$ cat src/rtl/dpwm_pkg.sv
package dpwm_pkg;

  localparam int RATIO_W = 17;
  localparam int FLD_W   = 10;

  typedef struct packed {
    logic       byp;
    logic       pulse;
    logic       mode;
    logic       gate;
    logic       lvl;
    logic       en;
    logic [3:0] code;
  } chfld_t;

  function automatic logic [RATIO_W-1:0] ratio_of(input logic [3:0] code, input logic byp);
    logic [RATIO_W-1:0] r;
    case (code)
      4'd0:    r = RATIO_W'(120);
      4'd1:    r = RATIO_W'(180);
      4'd2:    r = RATIO_W'(240);
      4'd3:    r = RATIO_W'(360);
      4'd4:    r = RATIO_W'(480);
      4'd8:    r = RATIO_W'(12000);
      4'd9:    r = RATIO_W'(24000);
      4'd10:   r = RATIO_W'(36000);
      4'd11:   r = RATIO_W'(48000);
      4'd12:   r = RATIO_W'(72000);
      4'd15:   r = byp ? RATIO_W'(1) : '0;
      default: r = '0;
    endcase
    return r;
  endfunction

endpackage

$ cat src/rtl/dpwm_tick.sv
module dpwm_tick #(
  parameter int RW = 17
) (
  input  logic          clk,
  input  logic          rst,
  input  logic          run,
  input  logic [RW-1:0] ratio,
  output logic          tick
);
  logic [RW-1:0] dcnt;

  assign tick = run && (dcnt == ratio - RW'(1));

  always_ff @(posedge clk) begin
    if (rst || !run) dcnt <= '0;
    else if (tick)   dcnt <= '0;
    else             dcnt <= dcnt + RW'(1);
  end
endmodule

$ cat src/rtl/dpwm_chan.sv
module dpwm_chan #(
  parameter int CW = 16
) (
  input  logic          clk,
  input  logic          rst,
  input  logic          ok,
  input  logic          start,
  input  logic          stay,
  input  logic          lvl,
  input  logic          tick,
  input  logic          wr,
  input  logic [CW-1:0] wr_prd,
  input  logic [CW-1:0] wr_dty,
  output logic          live,
  output logic [CW-1:0] cnt,
  output logic [CW-1:0] aprd,
  output logic [CW-1:0] adty,
  output logic [CW-1:0] sh_prd,
  output logic [CW-1:0] sh_dty,
  output logic          pend,
  output logic          wrap,
  output logic          pout
);
  assign wrap = ok && tick && (cnt == aprd);

  always_ff @(posedge clk) begin
    if (rst) begin
      live   <= 1'b0;
      cnt    <= '0;
      aprd   <= '0;
      adty   <= '0;
      sh_prd <= '0;
      sh_dty <= '0;
      pend   <= 1'b0;
      pout   <= 1'b1;
    end else begin
      pout <= (live && (cnt < adty)) ? lvl : ~lvl;
      if (!ok) begin
        live <= 1'b0;
        cnt  <= '0;
      end else if (!live) begin
        cnt <= '0;
        if (start) live <= 1'b1;
      end else if (tick) begin
        if (cnt == aprd) begin
          cnt <= '0;
          if (!stay) live <= 1'b0;
        end else begin
          cnt <= cnt + CW'(1);
        end
      end
      if ((wrap || !live) && pend) begin
        aprd <= sh_prd;
        adty <= sh_dty;
        pend <= 1'b0;
      end
      if (wr) begin
        sh_prd <= wr_prd;
        sh_dty <= wr_dty;
        pend   <= 1'b1;
      end
    end
  end
endmodule

$ cat src/rtl/dual_pwm_unit.sv
module dual_pwm_unit
  import dpwm_pkg::*;
#(
  parameter int NCH     = 2,
  parameter int CW      = 16,
  parameter int AW      = 4,
  parameter int DW      = 32,
  parameter bit HAS_BYP = 1'b1
) (
  input  logic           clk,
  input  logic           rst,
  input  logic           bus_we,
  input  logic [AW-1:0]  bus_addr,
  input  logic [DW-1:0]  bus_wdata,
  output logic [DW-1:0]  bus_rdata,
  output logic [NCH-1:0] pwm_out
);
  localparam int STRIDE   = 15;
  localparam int RDY_BASE = 28;
  localparam int PRD_LSB  = 16;
  localparam int IDXW     = AW - 2;

  chfld_t fld  [NCH];
  chfld_t nfld [NCH];

  logic [NCH-1:0]    live, wrap, pend, chan_wr, okv;
  logic [NCH-1:0]    gate, lvl, mode, pulse;
  logic [NCH*CW-1:0] cnt_f, aprd_f, adty_f, sh_prd_f, sh_dty_f;
  logic [IDXW-1:0]   idx;
  logic              aligned, ctl_wr;
  logic [DW-1:0]     img, rd_next;

  assign aligned = (bus_addr[1:0] == 2'b00);
  assign idx     = bus_addr[AW-1:2];
  assign ctl_wr  = bus_we && aligned && (idx == '0);

  always_comb begin
    for (int n = 0; n < NCH; n++) begin
      nfld[n] = chfld_t'(bus_wdata[STRIDE*n +: FLD_W]);
      if (fld[n].gate) nfld[n].code = fld[n].code;
    end
  end

  always_ff @(posedge clk) begin
    for (int n = 0; n < NCH; n++) begin
      if (rst) begin
        fld[n] <= '0;
      end else begin
        if (wrap[n] && fld[n].mode) fld[n].pulse <= 1'b0;
        if (ctl_wr) fld[n] <= nfld[n];
      end
    end
  end

  generate
    for (genvar n = 0; n < NCH; n++) begin : g_ch
      logic [RATIO_W-1:0] ratio;
      logic               tick;

      assign gate[n]    = fld[n].gate;
      assign lvl[n]     = fld[n].lvl;
      assign mode[n]    = fld[n].mode;
      assign pulse[n]   = fld[n].pulse;
      assign ratio      = ratio_of(fld[n].code, fld[n].byp && HAS_BYP);
      assign okv[n]     = fld[n].gate && (ratio != '0);
      assign chan_wr[n] = bus_we && aligned && (idx == IDXW'(n + 1));

      dpwm_tick #(.RW(RATIO_W)) u_tick (
        .clk   (clk),
        .rst   (rst),
        .run   (live[n] && okv[n]),
        .ratio (ratio),
        .tick  (tick)
      );

      dpwm_chan #(.CW(CW)) u_chan (
        .clk    (clk),
        .rst    (rst),
        .ok     (okv[n]),
        .start  (fld[n].en && (fld[n].mode ? fld[n].pulse : 1'b1)),
        .stay   (fld[n].en && !fld[n].mode),
        .lvl    (fld[n].lvl),
        .tick   (tick),
        .wr     (chan_wr[n]),
        .wr_prd (bus_wdata[PRD_LSB +: CW]),
        .wr_dty (bus_wdata[CW-1:0]),
        .live   (live[n]),
        .cnt    (cnt_f[CW*n +: CW]),
        .aprd   (aprd_f[CW*n +: CW]),
        .adty   (adty_f[CW*n +: CW]),
        .sh_prd (sh_prd_f[CW*n +: CW]),
        .sh_dty (sh_dty_f[CW*n +: CW]),
        .pend   (pend[n]),
        .wrap   (wrap[n]),
        .pout   (pwm_out[n])
      );
    end
  endgenerate

  always_comb begin
    img = '0;
    for (int n = 0; n < NCH; n++) begin
      img[STRIDE*n +: FLD_W] = fld[n];
      img[RDY_BASE + n]      = pend[n];
    end
  end

  always_comb begin
    rd_next = '0;
    if (aligned) begin
      if (idx == '0) rd_next = img;
      for (int n = 0; n < NCH; n++) begin
        if (idx == IDXW'(n + 1)) begin
          rd_next[PRD_LSB +: CW] = sh_prd_f[CW*n +: CW];
          rd_next[CW-1:0]        = sh_dty_f[CW*n +: CW];
        end
      end
    end
  end

  always_ff @(posedge clk) begin
    if (rst) bus_rdata <= '0;
    else     bus_rdata <= rd_next;
  end
endmodule

$ cat config.mk
export PLATFORM = sky130hd
export DESIGN_NAME = dual_pwm_unit
export DESIGN_NICKNAME = d
export VERILOG_FILES = /design/src/rtl/dpwm_pkg.sv /design/src/rtl/dpwm_tick.sv /design/src/rtl/dpwm_chan.sv /design/src/rtl/dual_pwm_unit.sv
export SDC_FILE = /design/constraint.sdc
export NUM_CORES = 1
export LEC_CHECK = 0
export BUFFER_PORTS_ARGS = -buffer_cell sky130_fd_sc_hd__buf_2
export CORE_MARGIN = 5
export CORE_UTILIZATION = 55
export CTS_CLUSTER_SIZE = 12
export DETAILED_ROUTE_END_ITERATION = 7
export PLACE_DENSITY = 0.73
export SYNTH_ARGS = -nofsm -noshare
export SYNTH_HDL_FRONTEND = slang
export SYNTH_HIERARCHICAL = 1
export SYNTH_SLANG_ARGS = --single-unit
$ cat constraint.sdc
create_clock -name clk -period 8.9 [get_ports clk]
set_input_delay 1.78 -clock clk [delete_from_list [all_inputs] [get_ports clk]]
set_output_delay 1.78 -clock clk [all_outputs]
set_load 0.01 [all_outputs]
* Word level (Yosys, flattened, before mapping)
Memory sizes are Yosys's and may differ from the RTL's. Index checks and enable logic that the tools add are counted.
Storage, ports and cells: register bits 232, RAM bits 20, input port bits 39, output and inout port bits 34, word-level logic and storage cells 166, memories 1
Memories:
- fld | depth 2, width 10, read ports 2, clocked after memory_dff 0, write ports 2, RTL line dual_pwm_unit.sv:23 | chfld_t fld [NCH];
Operators by class: add/sub/neg operators 6, $lt $le $gt $ge 2, equal/unequal tests 26, muxes and demuxes 48, bitwise logic cells 15, reduce and logical (&&, ||, !) cells 49
Operator list (count):
- 17-bit one-hot mux with 11 select lines | 2
- 32-bit 2-to-1 mux | 2
- 4-bit == test (second input constant) | 12
- 1-bit 2-to-1 mux | 37
- 17-bit by 1-bit adder with 17-bit output (second input constant) | 2
- 17-bit == test | 2
- 17-bit nonzero test | 2
- 17-bit by 1-bit subtractor with 17-bit output (second input constant) | 2
- 16-bit by 1-bit adder with 16-bit output (second input constant) | 2
- 16-bit == test | 2
- 16-bit < comparator | 2
- 16-bit 2-to-1 mux | 2
- 30-bit 2-to-1 mux | 1
- 1-bit logical AND | 24
- 4-bit by 2-bit == test with 1-bit output (second input constant) | 4
- 8-bit 2-to-1 mux | 2
- 2-bit OR reduction | 5
- 4-bit by 1-bit == test with 1-bit output (second input constant) | 2
- 4-bit by 3-bit == test with 1-bit output (second input constant) | 2
- 4-bit zero test | 2
- 4-bit 2-to-1 mux | 2
- 1-bit bitwise OR | 8
- 1-bit NOT | 7
- 1-bit zero test | 6
- other kinds (6) | 12

* Longest topological paths before layout
An unclocked memory read counts as a cell.
depth in word-level cells 15, depth in mapped cells 18, depth with buffers taken out 15

* By module
The synthesis kept the hierarchy.
By module, submodules not included:
- dpwm_chan | instances 2, cells each 412, area an instance 3812.4 sq um, sequential area each 1661.6 sq um
- dpwm_tick | instances 2, cells each 190, area an instance 1495.2 sq um, sequential area each 340.3 sq um
- dual_pwm_unit | instances 1, cells each 302, area an instance 2735.1 sq um, sequential area each 1241.2 sq um

* Worst setup path after synthesis
Ideal clock, no wire load.
path type register -> register, start memory fld[0][1] (netlist bit), end register g_ch[0].u_chan.adty[0], library setup time 118 ps, data arrival time 4152 ps, data required time 8782 ps, path slack 4630 ps, stages on the path, launching flop included 17, buffers on the path 4, clock period less this slack 4270 ps, cells stage by stage edfxtp_1 > clkbuf_1 > xor2_1 > nor2_1 > or4_4 > or4_4 > o21ai_2 > nand4_2 > nor4_4 > and2_1 > buf_2 > nand2_1 > or3_4 > o32a_1 > buf_6 > buf_12 > mux2i_1
RTL lines:
- from (decl) | RTL line dual_pwm_unit.sv:23
- to (signal assigned) | RTL line dpwm_chan.sv:54 | adty <= sh_dty;
- to (decl) | RTL line dpwm_chan.sv:17 | output logic [CW-1:0] adty,

==> flow_summary.ini <==
[cells_and_area]
finish.instance_area_um2 = 14730
area.growth.synth_to_final_pct = 10.34
multi_input_area_um2 = 7427
n_antenna_cell = 0
regArea_um2 = 5245
drive_gt1_frac = 0.1179
fill_cells = 2162
nNetsFinal = 1616
fin_util = 0.6111

[cts]
htreeDepth = 1
cts_buffers = 28
hold_buffers = 0
clock-root-buffer = clkbuf_16
max-clock-path-buffers = 3
post_cts.repair.setup_buffers = 0
cts.repair.resized = 0
cts_tree = yes
path_clk_slew_ps = 60
insertion_delay_ps = 540
cts_sinks = 252

[synthesis]
synthDistinctLibCells = 66
synth.area.top_cells = dfxtp_1 (35%), mux2i_1 (10%), nand2_1 (5.7%)
synthesis.area_um2 = 13350
synth_top_cell_by_area = dfxtp_1
synth-async-reset-ratio = 0
synth_seq_cells = 252
avgSynthCellArea_um2 = 8.865
synthFlopType = dfxtp_1
yosysWarnings = 6
seq_area_frac_synth = 0.3929
synth_edf_count = 20
synth.top_cell.area_share = 0.3479
syn_inst = 1506

[sta]
max_clock_freq_mhz = 199.1
fin_skew_ps = 13.15
max_slew_margin = 0.1519
hold_viol_final = 0
setup_viol = 0
setup_tns_ps = 0
tightest_slew_ps = 1271
final_max_slew_viol_count = 0
rsz0062_at_grt = no
timing.final.crit_share = 0.5644
period_needed_ps = 5024
hold_ws_ps = 463.1

[floorplanning]
start_util = 0.5538
coreArea_um2 = 24110
pin_count = 73
num_rows = 57
chipWidth_um = 165.8
die-area_um2 = 27490
die_h_um = 165.8

[route]
vias_per_cell = 5.517
drcViolationCount = 0
drt_first_pass_iters = 5
drtIter0Drc = 599
wirelength_um = 31740
antenna_left = 0
via_count = 10390
wl_per_cell_um = 16.85

[worst_setup_path]
path_buf_inv = 2
crit_path_max_incr_delay_ps = 1010
worstPathCellList = inv_1 > nand2_1 > nor2_1 > or4_4 > or4_4 > o21ai_2 > nand4_2 > nor4_4 > buf_4 > and2_1 > nand2_1 > or3_4 > o2111ai_1 > nor2_1
endpoint = g_ch[0].u_chan/cnt[12]$_SDFFE_PP0P_
slowest_stage = o2111ai_1
cp.arrival_ps = 5390
critPathLaunch = fld[0][2]$_SDFFCE_PN0P_
path_max_fanout = 18
worst_ep_required_time_ps = 9260
setup.worst_path.start_class = register
rr_startpoint = fld[0][2]$_SDFFCE_PN0P_
r2r_cells = 14
r2r_slack_ps = 3880
cp.depth = 14
cp_top_family = simple AND/OR/NAND/NOR gates
critPathKind = register to register
r2r_end = g_ch[0].u_chan/cnt[12]$_SDFFE_PP0P_
endpoint_kind = register

[min_path]
hold_start = g_ch[1].u_chan/adty[13]$_SDFFE_PP0P_
min_path_type = register to register

[placed_design]
gp_congestion = 0.8808
hpwl_um = 22200
port_buffers = 72
detailed_place.area_um2 = 13730

[global_routing]
grtUsageTotal = 0.2220
grt_pass1_vias = 10290
gr-total-overflow = 0
grt_pass1_wl_um = 51870
antenna_found_initial = 1
grt_max_degree = 71

[pwr]
peakVddDrop_uv = 152.8
power_w = 0.002522
p_per_area_nw_per_um2 = 171.2
p_leak_nw = 5.747

[run_status]
status = finished, final reports clean

[job]
drv_cap = 0
-- kinds of logic (layout without fill, tap and decap cells) --
| logic type | Yosys count | count (layout) | share of synthesized area |
|---|---|---|---|
| muxes | 136 | 136 | 0.1020 |
| adders and majority gates | 36 | 36 | 0.03374 |
| AOI/OAI and AO/OA | 181 | 181 | 0.09841 |
| DFF | 252 | 252 | 0.3929 |
| buffers and inverters | 141 | 190 | 0.05258 |
| other | 1 | 6 | 0.0002809 |
| and+or+nand+nor | 629 | 629 | 0.2337 |
| xor gates and xnor gates | 130 | 130 | 0.08641 |
-- registers in the layout (all words and copies together), names as in the netlist, 20 cells and up --
signal and flops:
g_ch.u_chan/aprd 32, bus_rdata 32, g_ch.u_chan/adty 32, g_ch.u_chan/cnt 32
g_ch.u_tick/dcnt 34, fld 20, g_ch.u_chan/sh_dty 32, g_ch.u_chan/sh_prd 32
-- cells in the mapped netlist, types with 3 or more instances --
library cell and count:
dfxtp_1 232, nand2_1 201, nor2_1 153, mux2i_1 136, xor2_1 72, inv_1 59, xnor2_1 56, clkbuf_1 55
a211oi_1 47, nand3_1 43, nand2b_1 37, ha_1 36, nor2b_1 35, a21oi_1 33, nor3_1 33, and2_1 32
a21oi_2 20, edfxtp_1 20, o21ai_0 19, and3_1 16, nand4_1 16, nor4_1 12, a22oi_1 10, buf_2 8
a21o_1 7, or3_1 7, buf_12 6, buf_6 6, nand3b_1 6, o21a_1 6, o22ai_1 5, a2111oi_0 4
and3b_1 4, nor4b_1 4, o31ai_1 4, or4_2 4, or4_4 4, a21boi_0 3, a31oi_1 3, buf_1 3
-- cell usage in the layout (no fill, tap or decap), types with 35 or more instances in the layout --
master and instances:
a211oi_1 47, buf_2 72, dfxtp_1 232, ha_1 36, inv_1 57, mux2i_1 136
nand2_1 201, nand2b_1 37, nand3_1 43, nor2_1 153, nor2b_1 35, xnor2_1 56
xor2_1 72
-- worst min-delay path by stage --
stage / end / cells past startpoint
final: g_ch[1].u_chan/adty[13]$_SDFFE_PP0P_ / 2
after global routing: g_ch[1].u_chan/adty[3]$_SDFFE_PP0P_ / 2
after CTS: g_ch[0].u_chan/adty[6]$_SDFFE_PP0P_ / 2
after detailed placement: g_ch[1].u_chan/adty[11]$_SDFFE_PP0P_ / 2
after global placement: g_ch[1].u_chan/adty[14]$_SDFFE_PP0P_ / 2
after floorplan: g_ch[0].u_chan/adty[10]$_SDFFE_PP0P_ / 2
-- metal layers --
layer | part of all wire | GRT usage
met5 | 0.00041 | 0
met4 | 0.026 | 0.06636
met3 | 0.048 | 0.03499
met2 | 0.46 | 0.3679
met1 | 0.46 | 0.3010
-- stage by stage --
step | setup WS, ps | instances
global placement | 4135 | 1835
CTS | 3900 | 1884
global route | 3479 | 1884
detailed placement | 3927 | 1835
floorplan | 4630 | 1511
finish | 3876 | 1884
-- power breakdown --
group	switching [W]	internal, W
Sequential	0.0000128	0.00115
Clock	0.000453	0.000768
Combinational	0.0000873	0.0000470
Total	0.000553	0.00197
-- layout make-up --
class,instances,share of cell area
Clock buffer,44,0.06056
Clock inverter,5,0.007050
Inverter,59,0.01503
Multi-Input combinational cell,1118,0.5042
Sequential cell,252,0.3561
Tap cell,324,0.02752
Timing Repair Buffer,82,0.02956
-- tightest hold or removal path, delay by kind of cell (launching register included) --
kind / cells / cell delay (ps)
flops: 1 / 300
mux: 1 / 60
simple gates: 1 / 50
Power figures use the tool's default switching activity.
